===== src/rtl/audio_port_regs_pkg.sv =====
package audio_port_regs_pkg;

   typedef enum logic [1:0] {
      ACC_WRITE = 2'd0,
      ACC_SET   = 2'd1,
      ACC_CLEAR = 2'd2,
      ACC_NONE  = 2'd3
   } access_e;

   localparam int unsigned SLOT_CTRL = 0;
   localparam int unsigned SLOT_STAT = 1;

endpackage


===== src/rtl/audio_port_bus_decode.sv =====
module audio_port_bus_decode
   import audio_port_regs_pkg::*;
#(
   parameter int unsigned ADDR_W = 8
) (
   input  logic [ADDR_W-1:0] addr_i,
   input  logic              wr_en_i,
   output logic              ctrl_sel_o,
   output logic              stat_sel_o,
   output access_e           acc_o,
   output logic              ctrl_wr_o,
   output logic              stat_wr_o
);
   localparam int unsigned SLOT_W = ADDR_W - 4;

   if (ADDR_W < 5) begin : g_bad_addr
      $error("ADDR_W must leave at least one slot bit above the alias bits");
   end

   logic [SLOT_W-1:0] slot;
   logic              active;

   always_comb begin
      slot       = addr_i[ADDR_W-1:4];
      acc_o      = access_e'(addr_i[3:2]);
      ctrl_sel_o = (slot == SLOT_W'(SLOT_CTRL));
      stat_sel_o = (slot == SLOT_W'(SLOT_STAT));
      active     = wr_en_i && (acc_o != ACC_NONE);
      ctrl_wr_o  = active && ctrl_sel_o;
      stat_wr_o  = active && stat_sel_o;
   end

endmodule


===== src/rtl/audio_port_ctrl_reg.sv =====
module audio_port_ctrl_reg
   import audio_port_regs_pkg::*;
#(
   parameter int unsigned DATA_W  = 32,
   parameter int unsigned CFG_W   = 12,
   parameter int unsigned RUN_BIT = 0
) (
   input  logic              clk_i,
   input  logic              rst_ni,
   input  logic              wr_i,
   input  access_e           acc_i,
   input  logic [DATA_W-1:0] wdata_i,
   input  logic              busy_i,
   output logic [CFG_W-1:0]  cfg_o,
   output logic              srst_o,
   output logic              gate_o,
   output logic              wipe_o,
   output logic              evt_en_o,
   output logic [DATA_W-1:0] rdata_o
);
   localparam int unsigned SRST_BIT = DATA_W - 1;
   localparam int unsigned GATE_BIT = DATA_W - 2;
   localparam logic [CFG_W-1:0] RUN_MASK = CFG_W'(1) << RUN_BIT;

   if (CFG_W > DATA_W - 2) begin : g_bad_cfg
      $error("CFG_W overlaps the soft reset and clock gate bits");
   end
   if (RUN_BIT >= CFG_W) begin : g_bad_run
      $error("RUN_BIT must lie inside the configuration field");
   end

   logic             srst_q, gate_q;
   logic [CFG_W-1:0] cfg_q;
   logic             srst_nx, gate_nx;
   logic [CFG_W-1:0] cfg_wr, cfg_acc, cfg_nx, wcfg;
   logic             locked;

   always_comb begin
      wcfg    = wdata_i[CFG_W-1:0];
      srst_nx = srst_q;
      gate_nx = gate_q;
      cfg_wr  = cfg_q;
      if (wr_i) begin
         case (acc_i)
            ACC_WRITE: begin
               srst_nx = wdata_i[SRST_BIT];
               gate_nx = wdata_i[GATE_BIT];
               cfg_wr  = wcfg;
            end
            ACC_SET: begin
               srst_nx = srst_q | wdata_i[SRST_BIT];
               gate_nx = gate_q | wdata_i[GATE_BIT];
               cfg_wr  = cfg_q | wcfg;
            end
            ACC_CLEAR: begin
               srst_nx = srst_q & ~wdata_i[SRST_BIT];
               gate_nx = gate_q & ~wdata_i[GATE_BIT];
               cfg_wr  = cfg_q & ~wcfg;
            end
            default: ;
         endcase
      end
      cfg_acc = busy_i ? ((cfg_q & ~RUN_MASK) | (cfg_wr & RUN_MASK)) : cfg_wr;
      locked  = srst_q || gate_q;
      if (srst_nx)     cfg_nx = '0;
      else if (locked) cfg_nx = cfg_q;
      else             cfg_nx = cfg_acc;
   end

   always_ff @(posedge clk_i or negedge rst_ni) begin
      if (!rst_ni) begin
         srst_q <= 1'b1;
         gate_q <= 1'b1;
         cfg_q  <= '0;
      end else begin
         srst_q <= srst_nx;
         gate_q <= gate_nx;
         cfg_q  <= cfg_nx;
      end
   end

   always_comb begin
      cfg_o             = locked ? '0 : cfg_q;
      srst_o            = srst_q;
      gate_o            = gate_q;
      wipe_o            = srst_nx;
      evt_en_o          = !locked;
      rdata_o           = '0;
      rdata_o[CFG_W-1:0] = cfg_o;
      rdata_o[SRST_BIT] = srst_q;
      rdata_o[GATE_BIT] = gate_q;
   end

   assert_srst_empties_cfg_R3 : assert property (@(posedge clk_i) disable iff (!rst_ni)
      srst_q |-> (cfg_q == '0));

   assert_gate_keeps_cfg_R4 : assert property (@(posedge clk_i) disable iff (!rst_ni)
      (gate_q && !srst_q && $past(gate_q)) |-> $stable(cfg_q));

   assert_busy_freezes_cfg_R5 : assert property (@(posedge clk_i) disable iff (!rst_ni)
      busy_i |=> (srst_q || ((cfg_q & ~RUN_MASK) == $past(cfg_q & ~RUN_MASK))));

endmodule


===== src/rtl/audio_port_stat_reg.sv =====
module audio_port_stat_reg #(
   parameter int unsigned DATA_W = 32,
   parameter int unsigned N_EVT  = 2
) (
   input  logic              clk_i,
   input  logic              rst_ni,
   input  logic [N_EVT-1:0]  clr_i,
   input  logic [N_EVT-1:0]  evt_i,
   input  logic              evt_en_i,
   input  logic              wipe_i,
   input  logic              busy_i,
   output logic [N_EVT-1:0]  sticky_o,
   output logic [DATA_W-1:0] rdata_o
);
   if (N_EVT + 1 > DATA_W) begin : g_bad_evt
      $error("status word too narrow for the event bits");
   end

   for (genvar k = 0; k < N_EVT; k++) begin : g_evt
      logic flag_q;

      always_ff @(posedge clk_i or negedge rst_ni) begin
         if (!rst_ni)      flag_q <= 1'b0;
         else if (wipe_i)  flag_q <= 1'b0;
         else              flag_q <= (flag_q & ~clr_i[k]) | (evt_i[k] & evt_en_i);
      end

      assign sticky_o[k] = flag_q;

      assert_event_latches_R7 : assert property (@(posedge clk_i) disable iff (!rst_ni)
         (evt_i[k] && evt_en_i && !wipe_i) |=> flag_q);

      assert_flag_holds_R6 : assert property (@(posedge clk_i) disable iff (!rst_ni)
         (flag_q && !clr_i[k] && !wipe_i) |=> flag_q);
   end

   always_comb begin
      rdata_o            = '0;
      rdata_o[0]         = busy_i;
      rdata_o[N_EVT:1]   = sticky_o;
   end

endmodule


===== src/rtl/audio_port_regs.sv =====
module audio_port_regs
   import audio_port_regs_pkg::*;
#(
   parameter int unsigned ADDR_W    = 8,
   parameter int unsigned DATA_W    = 32,
   parameter int unsigned CFG_W     = 12,
   parameter int unsigned N_EVT     = 2,
   parameter int unsigned RUN_BIT   = 0,
   parameter int unsigned IRQEN_BIT = 1,
   parameter bit          REG_IRQ   = 1'b0
) (
   input  logic              clk_i,
   input  logic              rst_ni,
   input  logic [ADDR_W-1:0] addr_i,
   input  logic              wr_en_i,
   input  logic [DATA_W-1:0] wr_data_i,
   output logic [DATA_W-1:0] rd_data_o,
   input  logic              busy_i,
   input  logic [N_EVT-1:0]  evt_i,
   output logic [CFG_W-1:0]  cfg_o,
   output logic              srst_o,
   output logic              gate_o,
   output logic              irq_o
);
   if (IRQEN_BIT >= CFG_W || IRQEN_BIT == RUN_BIT) begin : g_bad_irqen
      $error("IRQEN_BIT must be a distinct bit of the configuration field");
   end

   logic              ctrl_sel, stat_sel, ctrl_wr, stat_wr;
   access_e           acc;
   logic              wipe, evt_en;
   logic [N_EVT-1:0]  clr_vec, sticky;
   logic [DATA_W-1:0] ctrl_rd, stat_rd;
   logic              irq_raw;

   audio_port_bus_decode #(.ADDR_W(ADDR_W)) u_decode (
      .addr_i     (addr_i),
      .wr_en_i    (wr_en_i),
      .ctrl_sel_o (ctrl_sel),
      .stat_sel_o (stat_sel),
      .acc_o      (acc),
      .ctrl_wr_o  (ctrl_wr),
      .stat_wr_o  (stat_wr)
   );

   audio_port_ctrl_reg #(
      .DATA_W (DATA_W),
      .CFG_W  (CFG_W),
      .RUN_BIT(RUN_BIT)
   ) u_ctrl (
      .clk_i   (clk_i),
      .rst_ni  (rst_ni),
      .wr_i    (ctrl_wr),
      .acc_i   (acc),
      .wdata_i (wr_data_i),
      .busy_i  (busy_i),
      .cfg_o   (cfg_o),
      .srst_o  (srst_o),
      .gate_o  (gate_o),
      .wipe_o  (wipe),
      .evt_en_o(evt_en),
      .rdata_o (ctrl_rd)
   );

   assign clr_vec = (stat_wr && acc == ACC_CLEAR) ? wr_data_i[N_EVT:1] : '0;

   audio_port_stat_reg #(
      .DATA_W(DATA_W),
      .N_EVT (N_EVT)
   ) u_stat (
      .clk_i   (clk_i),
      .rst_ni  (rst_ni),
      .clr_i   (clr_vec),
      .evt_i   (evt_i),
      .evt_en_i(evt_en),
      .wipe_i  (wipe),
      .busy_i  (busy_i),
      .sticky_o(sticky),
      .rdata_o (stat_rd)
   );

   always_comb begin
      if (ctrl_sel)      rd_data_o = ctrl_rd;
      else if (stat_sel) rd_data_o = stat_rd;
      else               rd_data_o = '0;
   end

   assign irq_raw = cfg_o[IRQEN_BIT] && (|sticky);

   if (REG_IRQ) begin : g_irq_flop
      logic irq_q;
      always_ff @(posedge clk_i or negedge rst_ni) begin
         if (!rst_ni) irq_q <= 1'b0;
         else         irq_q <= irq_raw;
      end
      assign irq_o = irq_q;
   end else begin : g_irq_comb
      assign irq_o = irq_raw;
   end

   assert_unmapped_inert_R9 : assert property (@(posedge clk_i) disable iff (!rst_ni)
      (wr_en_i && !ctrl_sel && !stat_sel) |=> $stable(ctrl_rd));

endmodule


===== config.mk =====
export PLATFORM = sky130hd
export DESIGN_NAME = audio_port_regs
export DESIGN_NICKNAME = d
export VERILOG_FILES = /design/src/rtl/audio_port_regs_pkg.sv /design/src/rtl/audio_port_bus_decode.sv /design/src/rtl/audio_port_ctrl_reg.sv /design/src/rtl/audio_port_stat_reg.sv /design/src/rtl/audio_port_regs.sv
export SDC_FILE = /design/constraint.sdc
export NUM_CORES = 1
export LEC_CHECK = 0
export CORE_ASPECT_RATIO = 1.1
export CORE_UTILIZATION = 33
export CTS_CLUSTER_DIAMETER = 100
export DETAILED_ROUTE_END_ITERATION = 10
export PLACE_DENSITY = 0.75
export SETUP_SLACK_MARGIN = 0.3
export SYNTH_ARGS = -nofsm -noshare
export SYNTH_HDL_FRONTEND = slang
export SYNTH_SLANG_ARGS = --single-unit

===== constraint.sdc =====
create_clock -name clk_i -period 1.8 [get_ports clk_i]
set_clock_uncertainty 0.15 [all_clocks]
set_input_delay 0.27 -clock clk_i [delete_from_list [all_inputs] [get_ports clk_i]]
set_output_delay 0.27 -clock clk_i [all_outputs]
set_load 0.01 [all_outputs]

==> results by group, run 1 <==
Run status
  – Status: finished, violations left
  – Failing checks: setup timing

STA
  – Hold Vio Cnt, Final: 0
  – Final Setup Violations: 27
  – Max frequency: 0.494 GHz
  – Setup TNS Final: -3.41 ns
  – RSZ-0062 raised after global routing: yes
  – Final WS setup: -0.226 ns
  – Slew Limit Fails: 0
  – Shortest period the worst path allows: 2.03 ns
  – Tcrit/Tclk final: 113%

Place
  – Placed insts: 293
  – Post-DP HPWL: 3280 um
  – Final Wtd Congestion: 0.834
  – Port buffer count: 54
  – Cell Area, Placed: 2350 sq um
  – Place WS: -0.761 ns

Floorplanning
  – Initial core utilization: 35.4%
  – Ports: 93
  – Chip width: 65.1 um
  – Area of the core: 4080 sq um
  – Row Count: 24
  – Area of the die: 4650 sq um
  – Die Height: 71.4 um

Final layout
  – Post-route core utilization: 70.2%
  – Final nets: 327
  – Ant diodes: 0
  – Fin area: 2870 sq um
  – Layout cells sized above 1: 59.3%
  – Most frequent cells in the layout: 27 x buf_2, 27 x buf_6, 27 x buf_4
  – Fillers: 299
  – Cell Count, Final, Fillers Out: 327
  – Layout area overhead: 98.3%

Synthesis
  – Netlist Area Pre-Place: 1450 sq um
  – Number of synthesis warnings: 0
  – Synth top area share: 24.2%
  – Register area share after synthesis: 27.9%
  – Post-synth cell types: 38
  – Mapped Cells: 168
  – Synth area leaders: dfrtp_1 24%, o221ai_2 10%, buf_4 9.9%
  – Largest area contributor in the netlist: dfrtp_1
  – Synthesized flop and latch total: 16
  – Syn Area/Cell: 8.61 sq um

Worst setup path
  – Critical path capture point type: flop
  – Critical path class: reg -> reg
  – CP startpoint kind: flop
  – R2r worst-path depth: 6
  – Required time of the critical path: 1.77 ns
  – Worst path arrival time: 2.00 ns
  – CP max FO: 5

Pwr
  – Lkg Pwr: 1.30 nW
  – Sw power: 612 uW
  – Comb power frac: 57.1%
  – Int Power: 1.04 mW
  – Switching Share: 37.1%
  – Maximum VDD drop: 0.000485 V
  – Clock power share: 17.2%
  – Pwr dens: 575 nW/um^2
  – Flop pwr share: 25.6%

Drt
  – First DRT Iteration DRCs: 54
  – Router iterations before antenna repair: 4
  – Final wirelength: 5970 um
  – DR WL/cell: 18.3 um
  – Antenna-violating nets left: 0
  – Vias per inst: 5.36
  – Vias: 1,752
  – Post-route DRC: 0

Clocking
  – CTS tree: yes
  – Cts bufs inserted: 3
  – Clock root buffer: clkbuf_8
  – Clock Latency Late Sink: 0.25 ns
  – Clk slew on worst S/H paths: 0.07 ns
  – # clock sinks: 16
  – # H-tree levels: 1
  – Clock buffer depth: 2

Job
  – MaxCap Viol Count: 0

Global route
  – GRT Resource Usage Total: 25.1%
  – Initial antenna violation count: 0
  – Global-route wire length before repair: 8760 um
  – Vias in the first global route: 1,752
  – GRT Residual Overflow: 0
  – Largest net degree at the start of global routing: 17

Hold path
  – Class of the worst hold path: in -> async
-- what timing repair did --
action / in CTS / in global routing
hold buffers: 0 / 0
pin swaps: 14 / 21
cloned: 2 / 0
gates resized for setup: 185 / 41
setup buffers: 19 / 9
hold endpoints to repair: 0 / 0
setup endpoints to repair: 45 / 45
-- flip-flops by register name, indices dropped and copies added, names as in the netlist --
register,count
u_ctrl.gate_o,1
u_ctrl.cfg_q,12
u_stat.g_evt.flag_q,2
u_ctrl.srst_o,1
-- worst paths after layout --
kind                                      start         endpoint  slack (ns)
worst min register to register  u_ctrl.cfg_q[1]  u_ctrl.cfg_q[1]        0.41
worst max-delay path              u_ctrl.gate_o  u_ctrl.cfg_q[5]       -0.23
max in group asynchronous                rst_ni    u_ctrl.gate_o        1.06
min in group clk_i              u_ctrl.cfg_q[1]  u_ctrl.cfg_q[1]        0.41
worst max register to register    u_ctrl.gate_o  u_ctrl.cfg_q[5]       -0.23
worst min-delay path                     rst_ni  u_ctrl.cfg_q[6]        0.18
-- cell usage after synthesis --
cell       count
nor3_1        21
buf_4         19
inv_1         16
dfrtp_1       14
nand3_1       13
o221ai_2      10
nand2b_1       9
a21oi_1        7
nor2_1         7
ha_1           5
nand2_1        5
clkbuf_1       4
a22o_1         3
and2_1         3
buf_2          3
o21a_1         3
o21ai_0        3
dfstp_2        2
or3b_2         2
a2111oi_4      1
buf_6          1
conb_1         1
nand4_1        1
nand4b_1       1
nor3b_1        1
nor4_1         1
nor4_2         1
nor4_4         1
nor4b_1        1
o21bai_1       1
o21bai_2       1
o221ai_1       1
o22ai_1        1
o32ai_1        1
or2_2          1
or3_1          1
or3_4          1
or4_4          1
-- cell type report --
cell class              count  area, sq um  area share, %
repair buffers            112         1050           36.7
multi-input cells         127         1240           43.3
clock buffers               4         45.0           1.57
flip-flops and latches     16          403           14.0
well taps                  52         65.1           2.27
inverters                  16         60.1           2.09
-- power groups by stage --
stage / sequential (mW) / combinational [mW] / clock, mW
finish: 0.423 / 0.943 / 0.284
global route: 0.425 / 0.984 / 0.308
CTS: 0.421 / 0.734 / 0.290
detailed placement: 0.421 / 0.488 / 0
global placement: 0.418 / 0.482 / 0
floorplan: 0.429 / 0.300 / 0
-- logic make-up after synthesis --
family                   count (synthesis)  synth area share [%]
flip-flops                              16                  27.9
adder cells (fa/ha/maj)                  5                  4.33
AND/OR/NAND/NOR                         71                  28.6
other                                    1                 0.259
buffers and inverters                   43                  16.9
AO/OA/AOI/OAI                           32                  22.1
-- critical path: stages, from the launching register on --
cell and delay (ns):
dfstp_2 0.38, or3_4 0.44, buf_12 0.17, nor4_4 0.24, buf_4 0.19, o21bai_4 0.18
o221ai_2 0.14
-- metrics by stage --
step / power (mW) / hold slack (ns)
detailed placement: 0.909 / 0.396
finish: 1.65 / 0.181
global route: 1.72 / 0.195
floorplan: 0.728 / -0.176
global placement: 0.900 / 0.388
CTS: 1.44 / 0.189
-- routing by layer --
layer  track usage (%)  vias to the layer above  part of all wire, %
li1                  -                      784                    -
met1              28.2                      850                   37
met2              43.8                       91                   52
met3              4.30                       27                  6.0
met4              15.9                        0                  4.8
met5                 0                        -                    0
(Power assumes the default switching activity.)
==> run 2: changes to the inputs <==
Settings changed: CORE_MARGIN from default to 2, TNS_END_PERCENT from default to 10.
==> run 2 against run 1 <==
  * The run still ends with setup timing left
  * Final cell count is 2.8% lower
  * Via count is 11% lower
  * First-iteration DRC count is 43% lower
  * Die area is 6.0% higher
  * Flip-flop and latch count stayed put
  * Sequential power is 0.9% lower
  * Total power is 17% lower
  * Global-route usage is 6.4 points lower
  * Largest power group unchanged
==> results by group, run 2 (synthesis gave the netlist of run 1 again) <==
Run status
  – Status: finished, violations left
  – Failing checks: setup timing

Place
  – Placed insts: 303
  – Port buffer count: 54
  – Final Wtd Congestion: 0.798
  – Cell Area, Placed: 2260 sq um
  – Post-DP HPWL: 3200 um

Final layout
  – Final nets: 316
  – Most frequent cells in the layout: 32 x buf_4, 26 x buf_2, 18 x conb_1
  – Cell Count, Final, Fillers Out: 318
  – Multi-input gate area: 1080 sq um
  – Layout cells sized above 1: 51.1%
  – Fin area: 2510 sq um
  – Layout area overhead: 73.4%
  – Biggest register: u_ctrl.cfg_q
  – Reg area: 403 sq um
  – Regs by FF count: u_ctrl.cfg_q x12, u_stat.g_evt.flag_q x2
  – Post-route core utilization: 59.0%
  – Most common cell after layout, fill and taps aside: buf_4
  – Ant diodes: 0
  – Largest register FFs: 12
  – Fillers: 405

Worst setup path
  – CP startpoint kind: flop
  – Stages on worst setup path: 4
  – Reg2Reg Launch Point: u_ctrl.gate_o
  – Required time of the critical path: 1.38 ns
  – CP max stage delay: 0.44 ns
  – Reg2Reg Capture Point: u_ctrl.cfg_q[8]
  – Top cell family by delay on the critical path: simple AND/OR/NAND/NOR gates
  – Critical path capture point type: primary output
  – Worst path arrival time: 1.53 ns
  – Crit-path cells: or3_4 -> buf_8 -> nor3_1 -> buf_2
  – Worst path bufs/invs: 2
  – Critical path class: reg -> out
  – CP max-delay cell: or3_4
  – Reg2Reg Setup Slack: -0.08 ns
  – R2r worst-path depth: 6
  – CP max FO: 8

STA
  – Hold Vio Cnt, Final: 0
  – Max frequency: 0.513 GHz
  – Tcrit/Tclk final: 108%
  – Shortest period the worst path allows: 1.95 ns
  – RSZ-0062 raised after global routing: yes
  – Slew Limit Fails: 0
  – Final Setup Violations: 24
  – Final WS setup: -0.151 ns
  – Setup TNS Final: -1.92 ns

Floorplanning
  – Initial core utilization: 34.0%
  – Row Count: 25
  – Die Height: 73.4 um
  – Area of the core: 4250 sq um
  – Ports: 93
  – Chip width: 67.1 um
  – Area of the die: 4930 sq um

Drt
  – Vias per inst: 4.90
  – DR WL/cell: 14.2 um
  – Router iterations before antenna repair: 4
  – Antenna-violating nets left: 0
  – Vias: 1,558
  – First DRT Iteration DRCs: 31
  – Post-route DRC: 0
  – Final wirelength: 4500 um

Global route
  – Largest net degree at the start of global routing: 17
  – GRT Resource Usage Total: 18.7%
  – Vias in the first global route: 1,496
  – GRT Residual Overflow: 0
  – Global-route wire length before repair: 7020 um
  – Initial antenna violation count: 0

Hold path
  – Class of the worst hold path: in -> async

Clocking
  – # clock sinks: 16
  – Cts bufs inserted: 3
  – Clock buffer depth: 2
  – Clk slew on worst S/H paths: 0.06 ns
  – Hold buffer count at CTS: 0
  – # H-tree levels: 1
  – Clock Latency Late Sink: 0.25 ns
  – CTS tree: yes
  – Clock root buffer: clkbuf_8

Pwr
  – Lkg Pwr: 1.11 nW
  – Pwr dens: 545 nW/um^2
  – Overall power: 1.37 mW
  – Maximum VDD drop: 0.000299 V

Job
  – MaxCap Viol Count: 0
-- run 2: cell types whose count changed in the layout (fill, tap and decap cells not counted), sizes merged --
cell and delta:
buf -14, clkbuf +3, dlygate4sd2 -1, clkdlybuf4s50 -1, dlymetal6s2s +2
-- run 2: worst max-delay path by stage --
stage | start | to | slack, ns
after global placement | addr_i[3] | u_ctrl.cfg_q[3] | -0.74
final | u_ctrl.gate_o | rd_data_o[3] | -0.15
after global routing | u_ctrl.gate_o | rd_data_o[11] | -0.18
after floorplan | addr_i[2] | u_ctrl.cfg_q[10] | -0.02
after CTS | u_ctrl.srst_o | u_ctrl.cfg_q[6] | -0.18
after detailed placement | addr_i[2] | u_ctrl.cfg_q[3] | -0.80
-- run 2: power by group --
part	leakage [nW]	internal, mW	switching [mW]
clock network	0.0288	0.194	0.130
logic	0.867	0.306	0.318
registers	0.214	0.396	0.0238
-- run 2: area by class of cell --
| cell class | instances | area share (%) |
|---|---|---|
| multi-input cells | 127 | 42.9 |
| flip-flops and latches | 16 | 16.1 |
| well taps | 54 | 2.69 |
| repair buffers | 101 | 33.7 |
| clock buffers | 4 | 2.19 |
| inverters | 16 | 2.39 |
-- run 2: layer usage --
| layer | track usage (%) | vias up | share of wire, % |
|---|---|---|---|
| met3 | 3.83 | 6 | 7.5 |
| met2 | 33.0 | 64 | 50 |
| met1 | 22.5 | 730 | 41 |
| met5 | 0 | - | 0 |
| met4 | 5.90 | 0 | 1.3 |
| li1 | - | 758 | - |
-- run 2: per-stage QoR --
stage | hold WS, ns | setup slack, ns
3_5_place_dp | 0.393 | -0.802
4_1_cts | 0.196 | -0.179
6_report | 0.193 | -0.151
5_1_grt | 0.206 | -0.175
3_3_place_gp | 0.387 | -0.737
2_1_floorplan | -0.176 | -0.0249
-- run 2: timing repair --
action                                  4_1_cts  5_1_grt
endpoints found under the setup margin       45       44
hold endpoints to repair                      0        0
gates cloned                                  1        1
resized for setup                           149       47
pin swaps                                    11       16
setup buffers                                 6        3
